--- config.mk ---
export PLATFORM = sky130hd
export DESIGN_NAME = bus_watch
export DESIGN_NICKNAME = d
export VERILOG_FILES = /design/src/rtl/bw_pkg.sv /design/src/rtl/bw_unit.sv /design/src/rtl/bw_irq.sv /design/src/rtl/bus_watch.sv
export SDC_FILE = /design/constraint.sdc
export NUM_CORES = 2
export LEC_CHECK = 0
export ABC_AREA = 1
export BUFFER_PORTS_ARGS = -buffer_cell sky130_fd_sc_hd__buf_2
export CORE_MARGIN = 1
export CORE_UTILIZATION = 51
export DETAILED_ROUTE_END_ITERATION = 10
export PLACE_DENSITY = 0.68
export REMOVE_ABC_BUFFERS = 1
export SYNTH_ARGS = -nofsm -noshare
export SYNTH_HDL_FRONTEND = slang
export SYNTH_HIERARCHICAL = 1
export SYNTH_SLANG_ARGS = --single-unit
--- constraint.sdc ---
create_clock -name clk -period 2.04 [get_ports clk]
set_input_delay 0.102 -clock clk [delete_from_list [all_inputs] [get_ports clk]]
set_output_delay 0.102 -clock clk [all_outputs]
set_load 0.1 [all_outputs]
--- src/rtl/bw_pkg.sv ---
package bw_pkg;
  typedef enum logic [1:0] {
    FLD_LO   = 2'd0,
    FLD_HI   = 2'd1,
    FLD_OPS  = 2'd2,
    FLD_CLI  = 2'd3
  } bw_field_e;
endpackage

--- src/rtl/bw_unit.sv ---
module bw_unit
  import bw_pkg::*;
#(
  parameter int ADDR_W   = 32,
  parameter int OP_W     = 1,
  parameter int CLIENT_W = 4,
  parameter int SIZE_W   = 3,
  localparam int NUM_OPS     = 1 << OP_W,
  localparam int NUM_CLIENTS = 1 << CLIENT_W
) (
  input  logic                   clk,
  input  logic                   rst_n,
  input  logic                   cfg_wr,
  input  logic [1:0]             cfg_field,
  input  logic [ADDR_W-1:0]      cfg_wdata,
  input  logic                   mon_valid,
  input  logic [ADDR_W-1:0]      mon_addr,
  input  logic [OP_W-1:0]        mon_op,
  input  logic [CLIENT_W-1:0]    mon_client,
  input  logic [SIZE_W-1:0]      mon_size,
  input  logic                   ack,
  output logic                   hit,
  output logic                   held,
  output logic [NUM_CLIENTS-1:0] rec_clients,
  output logic [ADDR_W-1:0]      rec_addr,
  output logic [OP_W-1:0]        rec_op,
  output logic [CLIENT_W-1:0]    rec_first,
  output logic [SIZE_W-1:0]      rec_size
);
  logic [ADDR_W-1:0]      lo_q, hi_q;
  logic [NUM_OPS-1:0]     ops_q;
  logic [NUM_CLIENTS-1:0] cli_q;
  logic [NUM_CLIENTS-1:0] cli_onehot;

  // Programming registers
  always_ff @(posedge clk) begin
    if (!rst_n) begin
      lo_q  <= '0;
      hi_q  <= '0;
      ops_q <= '0;
      cli_q <= '0;
    end else if (cfg_wr) begin
      case (bw_field_e'(cfg_field))
        FLD_LO:  lo_q  <= cfg_wdata;
        FLD_HI:  hi_q  <= cfg_wdata;
        FLD_OPS: ops_q <= cfg_wdata[NUM_OPS-1:0];
        default: cli_q <= cfg_wdata[NUM_CLIENTS-1:0];
      endcase
    end
  end

  // Match: inclusive range, kind enabled, client enabled
  assign cli_onehot = NUM_CLIENTS'(1) << mon_client;
  assign hit = mon_valid && (mon_addr >= lo_q) && (mon_addr <= hi_q)
               && ops_q[mon_op] && cli_q[mon_client];

  // Capture record: first hit frozen, client set accumulates
  always_ff @(posedge clk) begin
    if (!rst_n) begin
      held        <= 1'b0;
      rec_clients <= '0;
      rec_addr    <= '0;
      rec_op      <= '0;
      rec_first   <= '0;
      rec_size    <= '0;
    end else if (hit) begin
      held <= 1'b1;
      if (!held || ack) begin
        rec_addr    <= mon_addr;
        rec_op      <= mon_op;
        rec_first   <= mon_client;
        rec_size    <= mon_size;
        rec_clients <= cli_onehot;
      end else begin
        rec_clients <= rec_clients | cli_onehot;
      end
    end else if (ack) begin
      held        <= 1'b0;
      rec_clients <= '0;
      rec_addr    <= '0;
      rec_op      <= '0;
      rec_first   <= '0;
      rec_size    <= '0;
    end
  end

  AST_HIT_HOLDS: assert property (@(posedge clk) disable iff (!rst_n) hit |=> held);
  AST_RECORD_FROZEN: assert property (@(posedge clk) disable iff (!rst_n)
    (held && !ack) |=> ($stable(rec_addr) && $stable(rec_first) && $stable(rec_size)));
  AST_ACK_RELEASES: assert property (@(posedge clk) disable iff (!rst_n)
    (ack && !hit) |=> !held);
  AST_ACK_HIT_SINGLE: assert property (@(posedge clk) disable iff (!rst_n)
    (ack && hit) |=> $onehot0(rec_clients));
endmodule

--- src/rtl/bw_irq.sv ---
module bw_irq #(
  parameter int NUM_UNITS = 4
) (
  input  logic                 clk,
  input  logic                 rst_n,
  input  logic [NUM_UNITS-1:0] hit,
  input  logic [NUM_UNITS-1:0] gack,
  input  logic                 mask_we,
  input  logic [NUM_UNITS-1:0] mask_wdata,
  output logic [NUM_UNITS-1:0] pending,
  output logic [NUM_UNITS-1:0] status,
  output logic                 irq
);
  logic [NUM_UNITS-1:0] mask_q;

  always_ff @(posedge clk) begin
    if (!rst_n) begin
      pending <= '0;
      mask_q  <= '0;
    end else begin
      pending <= (pending & ~gack) | hit;  // set wins over clear
      if (mask_we) mask_q <= mask_wdata;
    end
  end

  assign status = pending & mask_q;
  assign irq    = |status;

  for (genvar k = 0; k < NUM_UNITS; k++) begin : g_chk
    AST_HIT_SETS: assert property (@(posedge clk) disable iff (!rst_n)
      hit[k] |=> pending[k]);
    AST_GACK_CLEARS: assert property (@(posedge clk) disable iff (!rst_n)
      (gack[k] && !hit[k]) |=> !pending[k]);
    AST_NO_SPURIOUS: assert property (@(posedge clk) disable iff (!rst_n)
      (!pending[k] && !hit[k]) |=> !pending[k]);
  end
endmodule

--- src/rtl/bus_watch.sv ---
module bus_watch #(
  parameter int NUM_UNITS = 4,
  parameter int ADDR_W    = 32,
  parameter int OP_W      = 1,
  parameter int CLIENT_W  = 4,
  parameter int SIZE_W    = 3,
  localparam int UNIT_W      = (NUM_UNITS > 1) ? $clog2(NUM_UNITS) : 1,
  localparam int NUM_CLIENTS = 1 << CLIENT_W
) (
  input  logic                   clk,
  input  logic                   rst_n,
  input  logic                   cfg_we,
  input  logic [UNIT_W-1:0]      cfg_unit,
  input  logic [1:0]             cfg_field,
  input  logic [ADDR_W-1:0]      cfg_wdata,
  input  logic                   mask_we,
  input  logic [NUM_UNITS-1:0]   mask_wdata,
  input  logic [NUM_UNITS-1:0]   gack,
  input  logic                   uack_valid,
  input  logic [UNIT_W-1:0]      uack_unit,
  input  logic                   mon_valid,
  input  logic [ADDR_W-1:0]      mon_addr,
  input  logic [OP_W-1:0]        mon_op,
  input  logic [CLIENT_W-1:0]    mon_client,
  input  logic [SIZE_W-1:0]      mon_size,
  input  logic [UNIT_W-1:0]      rd_unit,
  output logic                   cap_held,
  output logic [NUM_CLIENTS-1:0] cap_clients,
  output logic [ADDR_W-1:0]      cap_addr,
  output logic [OP_W-1:0]        cap_op,
  output logic [CLIENT_W-1:0]    cap_first,
  output logic [SIZE_W-1:0]      cap_size,
  output logic [NUM_UNITS-1:0]   irq_pending,
  output logic [NUM_UNITS-1:0]   irq_status,
  output logic                   irq
);
  logic [NUM_UNITS-1:0]   hit_v;
  logic [NUM_UNITS-1:0]   held_v;
  logic [NUM_CLIENTS-1:0] u_clients [NUM_UNITS];
  logic [ADDR_W-1:0]      u_addr    [NUM_UNITS];
  logic [OP_W-1:0]        u_op      [NUM_UNITS];
  logic [CLIENT_W-1:0]    u_first   [NUM_UNITS];
  logic [SIZE_W-1:0]      u_size    [NUM_UNITS];

  for (genvar i = 0; i < NUM_UNITS; i++) begin : g_unit
    bw_unit #(
      .ADDR_W(ADDR_W), .OP_W(OP_W), .CLIENT_W(CLIENT_W), .SIZE_W(SIZE_W)
    ) u_watch (
      .clk        (clk),
      .rst_n      (rst_n),
      .cfg_wr     (cfg_we && (cfg_unit == UNIT_W'(i))),
      .cfg_field  (cfg_field),
      .cfg_wdata  (cfg_wdata),
      .mon_valid  (mon_valid),
      .mon_addr   (mon_addr),
      .mon_op     (mon_op),
      .mon_client (mon_client),
      .mon_size   (mon_size),
      .ack        (uack_valid && (uack_unit == UNIT_W'(i))),
      .hit        (hit_v[i]),
      .held       (held_v[i]),
      .rec_clients(u_clients[i]),
      .rec_addr   (u_addr[i]),
      .rec_op     (u_op[i]),
      .rec_first  (u_first[i]),
      .rec_size   (u_size[i])
    );
  end

  bw_irq #(.NUM_UNITS(NUM_UNITS)) u_irq (
    .clk       (clk),
    .rst_n     (rst_n),
    .hit       (hit_v),
    .gack      (gack),
    .mask_we   (mask_we),
    .mask_wdata(mask_wdata),
    .pending   (irq_pending),
    .status    (irq_status),
    .irq       (irq)
  );

  assign cap_held    = held_v[rd_unit];
  assign cap_clients = u_clients[rd_unit];
  assign cap_addr    = u_addr[rd_unit];
  assign cap_op      = u_op[rd_unit];
  assign cap_first   = u_first[rd_unit];
  assign cap_size    = u_size[rd_unit];

  AST_HELD_MATCHES_PENDING: assert property (@(posedge clk) disable iff (!rst_n)
    $rose(held_v[0]) |-> irq_pending[0]);
  AST_ISOLATED_UNITS: assert property (@(posedge clk) disable iff (!rst_n)
    (!hit_v[1] && !irq_pending[1]) |=> !irq_pending[1]);
endmodule

=== Word-level counts from Yosys, hierarchy flattened ===
Cells that the tools add are included.

* $lt $le $gt $ge: 12
* Equality and inequality tests: 12
* Shift operators: 1
* Muxes and demuxes: 97
* Bitwise operators: 10
* Reductions and logical operators: 61

{| class="wikitable"
|+ Operators with widths
! cell !! count
|-
| $mux W32 || 14
|-
| $mux W16 || 14
|-
| $ge A32 B32 Y1 || 4
|-
| $le A32 B32 Y1 || 4
|-
| $bmux W32 S2 || 1
|-
| $or A16 B16 Y16 || 4
|-
| $mux W4 || 14
|-
| $mux W3 || 14
|-
| $reduce_and A2 Y1 || 20
|-
| $bmux W16 S2 || 1
|-
| $mux W1 || 31
|-
| $logic_and A1 B1 Y1 || 24
|-
| $bmux W1 S4 || 4
|-
| $shl A1 B4 Y16 const A || 1
|-
| $eq A2 B2 Y1 const B || 5
|-
| $and A4 B4 Y4 || 2
|-
| $bmux W4 S2 || 1
|-
| $ne A2 B2 Y1 const B || 4
|-
| $reduce_bool A2 Y1 || 4
|-
| $bmux W3 S2 || 1
|-
| $eq A2 B1 Y1 const B || 3
|-
| $logic_not A2 Y1 || 3
|-
| $lt A4 B5 Y1 const B || 1
|-
| $bmux W1 S2 || 2
|-
| other kinds (11) || 17
|}

* Register bits after elaboration: 564
* Output and inout bits: 66
* Logic and storage cells: 235

=== Logic depth before layout (Yosys ltp) ===
* Word-level depth: 7
* Gate-level depth with buffers: 20
* Depth with buffers taken out: 18

=== By module ===
Netlist, hierarchy kept.

{| class="wikitable"
|+ Modules (own cells, without submodules)
! module !! instances !! cells an instance !! area each (um^2)
|-
| bw_unit (g_unit[1].u_watch ...) || 3 || 889 || 6725.2
|-
| bw_unit (g_unit[0].u_watch) || 1 || 893 || 6739.0
|-
| bus_watch || 1 || 680 || 2798.9
|-
| bw_irq || 1 || 51 || 331.6
|}

=== Least setup slack after synthesis ===
No wires, ideal clock.

* Path type: reg-to-reg
* From: register g_unit[1].u_watch.hi_q[31]
* To: register g_unit[1].u_watch.rec_addr[19]
* Library setup time: 132 ps
* Data arrival time: 1852 ps
* Setup slack: 56 ps
* Stages on the path, launching flop included: 14
* Path buffers: 2
* Clock period less this slack: 1984 ps
* Cell sequence: dfxtp_1 -> inv_1 -> ha_1 -> nand2_1 -> nor2_1 -> nand2_1 -> nor4_1 -> nand4_1 -> nand2_1 -> nand3_1 -> buf_4 -> buf_4 -> nand3_1 -> a21oi_1

* Longest elaborated chain between the ends: 6
* Elaborated cells between the ends (all ways): 8

{| class="wikitable"
|+ RTL lines
! element !! line !! source
|-
| from (decl) || bw_unit.sv:30 || <nowiki>logic [ADDR_W-1:0] lo_q, hi_q;</nowiki>
|-
| from (signal assigned) || bw_unit.sv:45 || <nowiki>FLD_HI: hi_q <= cfg_wdata;</nowiki>
|-
| $le A32 B32 Y1 * || bw_unit.sv:54 || <nowiki>assign hit = mon_valid && (mon_addr >= lo_q) && (mon_addr <= hi_q)</nowiki>
|-
| $logic_and A1 B1 Y1 * || bw_unit.sv:54 ||
|-
| $logic_and A1 B1 Y1 * (2 in a row) || bw_unit.sv:55 || <nowiki>&& ops_q[mon_op] && cli_q[mon_client];</nowiki>
|-
| $ne A2 B2 Y1 (no source line) / $reduce_bool A2 Y1 (equally long branches) || -- ||
|-
| $reduce_and A2 Y1 (no source line) || -- ||
|-
| to (signal assigned) || bw_unit.sv:69 || <nowiki>rec_addr <= mon_addr;</nowiki>
|-
| to (decl) || bw_unit.sv:25 || <nowiki>output logic [ADDR_W-1:0] rec_addr,</nowiki>
|}

Mark *: on every way between the ends. The rest lies on a longest branch, timed or not.
A chain may end at the register's enable or synchronous reset.

=== Final worst setup path ===
* From: register g_unit[3].u_watch.lo_q[4]
* To: register g_unit[3].u_watch.rec_addr[20]

* Longest elaborated chain between the ends: 7
* Elaborated cells between the ends (all ways): 9

{| class="wikitable"
|+ RTL lines
! element !! line !! source
|-
| from (decl) || bw_unit.sv:30 ||
|-
| from (signal assigned) || bw_unit.sv:44 || <nowiki>FLD_LO: lo_q <= cfg_wdata;</nowiki>
|-
| $ge A32 B32 Y1 * || bw_unit.sv:54 ||
|-
| $logic_and A1 B1 Y1 * (2 in a row) || bw_unit.sv:54 ||
|-
| $logic_and A1 B1 Y1 * (2 in a row) || bw_unit.sv:55 ||
|-
| $ne A2 B2 Y1 (no source line) / $reduce_bool A2 Y1 (equally long branches) || -- ||
|-
| $reduce_and A2 Y1 (no source line) || -- ||
|-
| to (signal assigned) || bw_unit.sv:69 ||
|-
| to (decl) || bw_unit.sv:25 ||
|}

Marked as above.

==> results.txt <==
The die extent in y is 245 microns, and the final routed wire length divided by cell count is 19.7 microns. The final worst-path cycle share is 1.33. Leading cell type by number of instances after synthesis: nand2_1. The parity-gate share of the synthesized area counting xor and xnor cells was 0; the simple-gate share of the synthesized area was 0.199. Synthesis produced 4291 cells. Detailed placer's ending HPWL: 62.7 mm. STA puts the critical path data arrival time at 3290 ps.

The worst hold slack across all endpoints was -10.5 ps; the floorplan core area was 57900 sq um. The H-tree was split into 2 levels. The summed instance area of the synthesized netlist was 30000 sq um. Clock-pin slew on the worst setup and hold paths: 60 ps. The congestion estimate from routability-driven global placement came to 0.920. On the critical path, the stage with the largest delay is an instance of dfxtp_2. Headroom to the max-slew limit: 0.261.

Signal routing reaches up to met5. The run finished, with violations left. During synthesis, Yosys emitted a total of 6 warnings. The number of enable-type register cells in the synthesized netlist is 0, and the count of input and output buffers is 159. The signal on the critical path passes through inv_1, ha_1, nand2_1, inv_1, nand2_2, nor2_1, nor2_1, nand2_1, buf_12, nand2_1, nand2_2, nand2_2, a21oi_2, buf_6, nand3_4, clkinv_8, clkbuf_16, nand2_2, a21oi_1. The classification of the worst setup path is reg2reg. The x dimension of the die is 245 microns.

The fraction of synthesized cell area taken by the top area cell type works out to 0.376. The final reports fail on negative hold slack, negative setup slack. The overall via count from detail_route is 32000. Compared with the post-synthesis result, the final layout area differs by 41.3%. The clock drives 564 sinks. The power per unit of standard cell area was 662 nW/um^2; the area enclosed by the die boundary was 59900 sq um. Critical path capture point type: a flop. The run gives 0.519 as the initial core utilization. For the total congestion overflow after global routing, the log shows 0. The pin count of the biggest net entering global routing is 115, and the highest achievable clock rate is 368 MHz. In this run the remaining antenna-violating nets after routing total 0. The aggregate global-route resource usage is 0.325, and the maximum VDD drop is 0.000713 V. The compound-gate portion of the synthesized area works out to 0.194. For this block, the initial DRC count from the detailed router was 3231. For the final hold violation count, the log shows 3.

CTS placed an instance of clkbuf_16 at the clock tree root. Cell occurring most often along the worst timing path: nand2_2. For the final routed database, the setup TNS stands at -109220 ps. Ranked by total cell area, the synthesized netlist is headed by dfxtp_1, a21oi_1, ha_1, nand2_1, inv_1. The required time of the worst setup path is 2610 ps. The run gives 155 mm as the wire length of the first global-routing pass. The synthesized design contains 564 register bits. The share of synthesized area spent on multiplexers was 0; the later-pin clock latency in the skew report was 670 ps. Initial antenna violation count: 2. For the first-pass iteration count of the detailed router, the log shows 8. Among cell families on the critical path, the largest total delay comes from simple AND/OR/NAND/NOR gates. The type of the worst min-delay path is in2reg. The number of antenna diodes is 0.

The run gives 112 mm as the post-detailed-routing wire length. Counting distinct cell types in the post-synthesis netlist gives 26. The final worst setup slack was -675 ps; the clock period minus worst slack was 2720 ps. The tools report the number of global-route vias before repair as 28000. The commonest cells after synthesis are nand2_1, a21oi_1, inv_1.

At the end of the flow, the number of nets in the layout was 5200. The total number of placement rows was 88; the average cell area after synthesis was 7.00 sq um. The worst setup path is launched from a flop. Fraction of registers with async set or reset after synthesis: 0.

TritonCTS created 61 clock buffers. Together, buffers and inverters on the worst path number 6. TritonCTS built the clock tree. Detailed routing placed a total of 10.3 mm of wire on met3. Number of violations of the max-capacitance limit: 0. The adder-cell area share of the yosys netlist was 0.107. Static power due to leakage: 0.0173 uW. For the final-report setup violation count, the log shows 232. The post-route clock skew came out at 52.4 ps.

The synthesized design spends more area on one cell type than any other, namely dfxtp_1. In the routed design, unresolved DRC markers number 0. In this run the deepest clock path goes through 3 buffers. The vias per cell is 5.65. Setup repair after global routing could not meet its margin everywhere.

The post-synthesis sequential area ratio was 0.376. The total count of max-transition violations in the final report is 0. The critical path's largest stage delay is 320 ps, and the number of top-level pins is 160. The setup slack at placement was -884 ps; the fraction of final layout cells with drive strength greater than 1 was 0.283.

Post-route met1 wirelength: 43.5 mm. By area, the combinational part of the netlist is dominated by simple AND/OR/NAND/NOR gates. Of all nets on the critical path, the largest fanout is 7. Summed over all nets, wire length on met2 after detailed routing comes to 50.4 mm. Most used flip-flop cell after synthesis: dfxtp_1.

At the pin with the least slew margin, the transition time is 1110 ps.
==> sequential cells by signal, summed over array words and instances, names as in the netlist <==
register                    cells
g_unit.u_watch/rec_addr       128
u_irq/pending                   4
g_unit.u_watch/rec_size        12
g_unit.u_watch/hi_q           128
g_unit.u_watch/cli_q           64
g_unit.u_watch/held             4
g_unit.u_watch/lo_q           128
g_unit.u_watch/rec_clients     64
g_unit.u_watch/rec_op           4
u_irq/mask_q                    4
g_unit.u_watch/ops_q            8
g_unit.u_watch/rec_first       16
==> cell usage in the layout, fill, tap and decap left out, types with 142 or more instances in the layout <==
cell type	n
a21oi_1	521
dfxtp_1	538
buf_4	368
inv_1	633
ha_1	224
o21ai_0	369
nand3_1	269
a21oi_2	176
nand2_1	636
nor2_1	142
==> layout make-up <==
type | instances | area, sq um
multi-input cells | 2805 | 17900
well taps | 765 | 957
inverters | 698 | 2690
repair buffers | 720 | 7410
clock inverters | 26 | 337
flip-flops and latches | 564 | 11300
fillers | 4122 | 15500
clock buffers | 87 | 1800
==> power breakdown <==
group	total (uW)	switching, uW	internal (uW)
clock	11900	4830	7090
combinational	4910	3150	1760
sequential	11300	68.5	11200
total	28100	8050	20000
==> cell families after synthesis <==
kind of cell    after synthesis
simple gates               1422
buf+inv                     923
flops                       564
fa+ha+maj                   256
compound gates             1126
==> per-layer routing <==
metal,up-vias,GRT usage
met1,14600,0.428
met3,527,0.0438
met5,-,0
met4,2,0.143
li1,15100,-
met2,1737,0.529
==> final timing paths <==
check                           cells after the start                              to  slack [ps]                  startpoint
worst max register to register                     19  g_unit[3].u_watch/rec_addr[20]        -680   g_unit[3].u_watch/lo_q[4]
worst min-delay path                                4  g_unit[2].u_watch/rec_addr[28]         -10                mon_addr[28]
worst min register to register                      2      g_unit[3].u_watch/ops_q[0]         440  g_unit[3].u_watch/ops_q[0]
worst max-delay path                               19  g_unit[3].u_watch/rec_addr[20]        -680   g_unit[3].u_watch/lo_q[4]
==> worst register-to-register path, stage by stage, from the launching register on <==
cell	delay [ps]
dfxtp_2	320
inv_1	60
ha_1	300
nand2_1	70
inv_1	90
nand2_2	90
nor2_1	150
nor2_1	70
nand2_1	110
buf_12	130
nand2_1	60
nand2_2	90
nand2_2	60
a21oi_2	130
buf_6	170
nand3_4	160
clkinv_8	160
clkbuf_16	210
nand2_2	60
a21oi_1	140
==> stage by stage <==
stage	utilization	total power [uW]	instance area [sq um]	cells
floorplan	-	13600	28900	4066
global placement	0.605	15600	35000	5409
detailed placement	0.605	15600	35000	5409
CTS	0.685	27700	39700	5644
global route	0.733	29000	42400	5665
finish	0.733	28100	42400	5665
==> repair_timing <==
| action | 4_1_cts | 5_1_grt |
|---|---|---|
| pin swaps | 92 | 217 |
| buffers inserted | 35 | 15 |
| gates resized for setup | 276 | 582 |
| gates cloned | 18 | 26 |
| endpoints found under the setup margin | 232 | 233 |
| hold buffers | 69 | 0 |
| endpoints found under the hold margin | 391 | 0 |
No activity file was read; power rests on OpenSTA's default activity.
